## config.mk

```make
export PLATFORM = sky130hd
export DESIGN_NAME = ibt_marker_match
export DESIGN_NICKNAME = d
export VERILOG_FILES = /design/src/rtl/ibt_pkg.sv /design/src/rtl/ibt_marker_match.sv
export SDC_FILE = /design/constraint.sdc
export NUM_CORES = 1
export LEC_CHECK = 0
export ABC_AREA = 0
export BUFFER_PORTS_ARGS = -buffer_cell sky130_fd_sc_hd__buf_2
export CAP_MARGIN = 10
export CORE_AREA = 2 2 39 41
export DETAILED_ROUTE_END_ITERATION = 10
export DIE_AREA = 0 0 41 43
export PLACE_DENSITY = 0.47
export SLEW_MARGIN = 20
export SYNTH_ARGS = -nofsm -noshare
export SYNTH_HDL_FRONTEND = slang
export SYNTH_SLANG_ARGS = --single-unit
```

## constraint.sdc

```tcl
create_clock -name vclk -period 2
set_clock_uncertainty 0.15 [all_clocks]
set_input_delay 0 -clock vclk [all_inputs]
set_output_delay 0 -clock vclk [all_outputs]
set_load 0.05 [all_outputs]
```

## src/rtl/ibt_pkg.sv

```systemverilog
package ibt_pkg;
  typedef enum logic [1:0] {
    BR_PLAIN    = 2'd0,
    BR_DIRECT   = 2'd1,
    BR_RETURN   = 2'd2,
    BR_INDIRECT = 2'd3
  } br_kind_e;

  // Expected landing-marker byte at position idx for the given mode.
  function automatic logic [7:0] marker_byte(input int idx, input logic mode64);
    case (idx)
      0:       marker_byte = 8'hF3;
      1:       marker_byte = 8'h0F;
      2:       marker_byte = 8'h1E;
      default: marker_byte = mode64 ? 8'hFA : 8'hFB;
    endcase
  endfunction
endpackage

```

## src/rtl/ibt_marker_match.sv

```systemverilog
module ibt_marker_match #(
  parameter int OPC_BYTES = 4,
  localparam int OPC_W = 8 * OPC_BYTES
) (
  input  logic [OPC_W-1:0] opc_bytes_i,
  input  logic             mode64_i,
  output logic             hit_o
);
  logic [OPC_BYTES-1:0] byte_eq;

  for (genvar b = 0; b < OPC_BYTES; b++) begin : g_byte
    assign byte_eq[b] = (opc_bytes_i[8*b +: 8] == ibt_pkg::marker_byte(b, mode64_i));
  end

  assign hit_o = &byte_eq;
endmodule

```

=== Word level (Yosys, flattened, before mapping) ===
Cells that the tools add are included.

* Reductions and logical operators: 1
* Mux-type cells: 1
* Equality and inequality tests: 4

{| class="wikitable"
|+ Operators with widths
! operator !! number
|-
| $eq 8x4->1 const B || 1
|-
| $eq 8x5->1 const B || 1
|-
| $eq 8x8->1 || 1
|-
| $eq 8x8->1 const B || 1
|-
| $reduce_and 4->1 || 1
|-
| $mux 1 || 1
|}

* Logic and storage cells: 6
* Flip-flop bits (word level): 0
* Output and inout port bits: 1

=== Depth between registers and ports, before layout ===
Gate-level depths: netlist of run 1.

* Depth after elaboration: 3
* Gate-level depth with buffers: 3

=== Worst setup path after synthesis of run 1 ===
No wires, ideal clock.

* Kind: input-to-output
* Start: input port opc_bytes_i[2]
* End: output port hit_o
* Cell stages on the path: 3
* Data required time: 1.850 ns
* Path slack: 0.228 ns
* Data arrival time: 1.622 ns
* Buffers on the path: 0
* Path through: nand4bb_1 -> or4_1 -> nor4_2

* Word-level cells in the longest chain between the ends: 2

{| class="wikitable"
|+ Ends and longest elaborated chain
! item !! RTL line !! text
|-
| start: declaration || ibt_marker_match.sv:5 || <nowiki>input logic [OPC_W-1:0] opc_bytes_i,</nowiki>
|-
| $eq 8x8->1 || ibt_marker_match.sv:12 || <nowiki>assign byte_eq[b] = (opc_bytes_i[8*b +: 8] == ibt_pkg::marker_byte(b, mode64_i));</nowiki>
|-
| $reduce_and 4->1 || ibt_marker_match.sv:15 || <nowiki>assign hit_o = &byte_eq;</nowiki>
|-
| end: declaration || ibt_marker_match.sv:7 || <nowiki>output logic hit_o</nowiki>
|}

Every way passes these cells.

=== Final worst setup path of run 1 ===
Same ends and word-level chain as after synthesis.

==> results of run 1 <==
[cell families (layout without fill, tap and decap cells)]
family / count (synthesis) / count (layout) / synth area share
xor gates and xnor gates: 1 / 1 / 0.0796
and+or+nand+nor: 11 / 11 / 0.920
buffers and inverters: 0 / 34 / 0
[layout by cell type (no fill, tap or decap)]
cell type / instances
buf_2: 34
nand4_1: 3
nor4b_1: 2
xnor2_1: 1
nand4b_1: 1
nand4bb_1: 1
nand4_4: 1
or4_1: 1
nor2_1: 1
nor4_2: 1
[metal layers]
metal  wire (um)  part of all wire  up-vias
met5           0                 0        -
met4           0                 0        0
met3         142              0.30        0
met2         174              0.37       31
met1         157              0.33       90
li1            -                 -      124
[worst paths after layout]
check  endpoint             from
max       hit_o   opc_bytes_i[2]
min       hit_o  opc_bytes_i[11]
[worst max-delay path: stages]
cell and delay (ns):
buf_2 0.09, nand4bb_1 0.16, or4_1 0.56, nor4_2 0.21, buf_2 0.30
[where the power goes]
group          leakage [nW]  internal, mW  switching, mW
Sequential                0             0              0
Clock                     0             0              0
Combinational         0.149        0.0273         0.0124
Total                 0.149        0.0273         0.0124
[layout make-up]
| cell class | count | area (um2) | share of cell area |
|---|---|---|---|
| well taps | 16 | 20.0 | 0.0667 |
| multi-input cells | 12 | 110 | 0.367 |
| repair buffers | 34 | 170 | 0.567 |
[through the flow]
stage / hold slack [ns] / setup WS [ns] / std cells
2_1_floorplan: 0.0281 / 0.228 / 12
3_3_place_gp: 0.257 / 0.529 / 62
3_5_place_dp: 0.271 / 0.527 / 62
4_1_cts: 0.265 / 0.531 / 62
5_1_grt: 0.273 / 0.498 / 62
6_report: 0.259 / 0.537 / 62
==> results_dict.tcl, run 1 <==
set metrics [dict create \
    final_hold_viol_count 0 \
    start_util 0.0796 \
    vias 245 \
    wire_per_inst_um 7.65 \
    port_buffers 34 \
    place.gp.congestion 0.627 \
    die-area_um2 1760 \
    crit_type "primary input to primary output" \
    critical_path.max_fanout 1 \
    ios 34 \
    ir_drop_v 0.0000253 \
    dpl_cell_area_um2 300 \
    tightest_slew_ns 0.273 \
    ys_warn_count 0 \
    synth_commonest_cells "nand4_1 (3), nor4b_1 (2)" \
    hold_path_depth 4 \
    synth_cells 12 \
    seq_cells 0 \
    drt-initial-drc-count 0 \
    met3_usage 0 \
    gr-max-usage-layer "met2" \
    ys_seq_area_frac 0 \
    fin_crit_ns 1.46 \
    grt_max_degree 2 \
    avgViaCountPerCell 3.95 \
    cp-end-kind "primary output" \
    seq_area_um2 0 \
    grt_pass1_vias 189 \
    rsz0062_at_grt "no" \
    hold_path_class "primary input to primary output" \
    final_util 0.217 \
    finalMaxSlewViolations 0 \
    min_period_over_period 0.732 \
    grt_pass1_wl_um 579 \
    post-cts-setup-buffer-count 0 \
    die_w_um 41 \
    slew_headroom 0.815 \
    grt_use_met1 0.0475 \
    finalNetCount 81 \
    synth_area_leaders "nand4_4 (19%), nand4_1 (17%), nor4b_1 (16%)" \
    setup_violations 0 \
    diodes 0 \
    p_leak_nw 0.149 \
    p_per_area_nw_per_um2 132 \
    yosysTopAreaCell "nand4_4" \
    cts_resized 0 \
    yosysMostFrequentCell "nand4_1" \
    num_rows 14 \
    status "finished, final reports clean" \
    synth_area_per_cell_um2 9.18 \
    die_h_um 43 \
    syn_area_um2 110 \
    ant_nets 0 \
    drive_gt1_frac 0.783 \
    nClkBuffers 0 \
    core-area_um2 1380 \
    maxCapViolations 0 \
    power_mw 0.0397 \
    crit_arrival_ns 1.31 \
    antenna_found_initial 0 \
    first_pass_iters 1 \
    syn-num-nets 45 \
    fmax_mhz 683 \
    remaining_drc_errors 0 \
    grt_remaining_overflow 0 \
    fin_tns_setup_ns 0 \
    cts_hold_repair.buffers 0 \
    finalInstanceArea_um2 300 \
    area_growth_pct 173 \
    groute.usage.overall 0.0440 \
    use_met2 0.0906 \
    start_kind "primary input" \
    yosysTopAreaCellShare 0.193 \
    cp.required_ns 1.85 \
    synth.distinct_cells 9 \
    totalWireLength_um 474 \
    fill_cells 162 \
]
No activity file was read; power rests on OpenSTA's default activity.
==> run 2, diff against run 1 <==
==> constraint.sdc (replaced) <==
create_clock -name vclk -period 1.4
set_clock_uncertainty 0.15 [all_clocks]
set_input_delay 0 -clock vclk [all_inputs]
set_output_delay 0 -clock vclk [all_outputs]
set_load 0.05 [all_outputs]
==> run 2 against run 1 <==
  * Design area grew 7.1%
  * Via count rose by 2.9%
  * Largest cell class unchanged
  * Sequential cell count unchanged
  * Combinational power grew 58%
  * Cell count did not move
  * Core utilization rose by 1.5 points
  * Global-route usage increased by 4.7 points
  * Wire length up 71%
  * Largest power group unchanged
  * Die area unchanged
==> results_dict.tcl, run 2 (same netlist as run 1, synthesis figures left out) <==
set metrics [dict create \
    cts_hold_repair.buffers 0 \
    drive_gt1_frac 0.826 \
    fin_cells 62 \
    start_kind "primary input" \
    cp_cell_sequence "buf_2, nand4_1, or4_4, nor4_4, clkbuf_4" \
    final_cell_mix "buf_2 (33), nand4_1 (3)" \
    grt_pass1_wl_mm 1.09 \
    finalMaxSlewViolations 0 \
    nClkBuffers 0 \
    core-area_um2 1380 \
    fill_cells 163 \
    p_leak_nw 0.159 \
    seq_area_um2 0 \
    diodes 0 \
    setup_violations 0 \
    cp.required_ns 1.25 \
    finalNetCount 81 \
    hold_path_class "primary input to primary output" \
    groute.usage.overall 0.0909 \
    remaining_drc_errors 0 \
    ant_nets 0 \
    crit_slowest_cell "or4_4" \
    final_common_cell "buf_2" \
    vias 252 \
    port_buffers 34 \
    grt_use_met1 0.171 \
    dpl.cell_count 62 \
    tightest_slew_ns 0.265 \
    crit_type "primary input to primary output" \
    slowest_delay_ns 0.55 \
    fin_tns_setup_ns 0 \
    die-area_um2 1760 \
    met3_usage 0.0576 \
    grt_max_degree 2 \
    area_growth_pct 192 \
    p_per_area_nw_per_um2 195 \
    die_w_um 41 \
    critical_path.max_fanout 1 \
    cp-end-kind "primary output" \
    avgViaCountPerCell 4.06 \
    start_util 0.0796 \
    antenna_found_initial 0 \
    ios 34 \
    status "finished, final reports clean" \
    ir_drop_v 0.0000565 \
    fmax_mhz 784 \
    grt_remaining_overflow 0 \
    totalWireLength_um 809 \
    seq_cells 0 \
    first_pass_iters 1 \
    maxCapViolations 0 \
    crit_arrival_ns 1.13 \
    wire_per_inst_um 13.0 \
    final_hold_viol_count 0 \
    min_period_over_period 0.911 \
    use_met2 0.0813 \
    rsz0062_at_grt "no" \
    num_rows 14 \
    slew_headroom 0.822 \
    fin_crit_ns 1.28 \
    drt-initial-drc-count 0 \
    post-cts-setup-buffer-count 0 \
    place.gp.congestion 0.699 \
    die_h_um 43 \
    final_util 0.232 \
    gr-max-usage-layer "met1" \
    grt_pass1_vias 222 \
]
run 2: cell type report:
type / count / area, um2 / share of cell area
repair buffers: 34 / 173 / 0.537
well taps: 16 / 20.0 / 0.0623
multi-input cells: 12 / 129 / 0.401
run 2: path summary, 6_finish.rpt:
check	startpoint	endpoint	depth (start not counted)	slack, ns
hold / removal	opc_bytes_i[11]	hit_o	4	0.31
setup / recovery	opc_bytes_i[5]	hit_o	5	0.12
run 2: where the power goes:
part           total [mW]  switching (mW)  internal (mW)
clock network           0               0              0
registers               0               0              0
logic              0.0629          0.0231         0.0398
total              0.0629          0.0231         0.0398
run 2: repair_timing:
action                                  in CTS  in global routing
gates resized for setup                      0                  2
hold endpoints to repair                     0                  0
endpoints found under the setup margin       0                  1
run 2: critical path, delay by kind of cell:
kind                   cells  cell delay [ns]
buffers and inverters      2             0.35
AND/OR/NAND/NOR            3             0.77
run 2: layer usage:
| layer | share of wire | vias up |
|---|---|---|
| li1 | - | 124 |
| met1 | 0.50 | 94 |
| met2 | 0.22 | 34 |
| met3 | 0.28 | 0 |
| met4 | 0 | 0 |
| met5 | 0 | - |
run 2: per-stage QoR:
stage | setup slack, ns | hold WS (ns) | power, mW | area, um2
finish | 0.125 | 0.306 | 0.0629 | 322
global route | 0.0713 | 0.338 | 0.0695 | 322
CTS | 0.0789 | 0.317 | 0.0624 | 313
detailed placement | 0.0789 | 0.317 | 0.0622 | 313
global placement | 0.0939 | 0.308 | 0.0621 | 313
floorplan | 0.0847 | 0.0432 | 0.0110 | 123
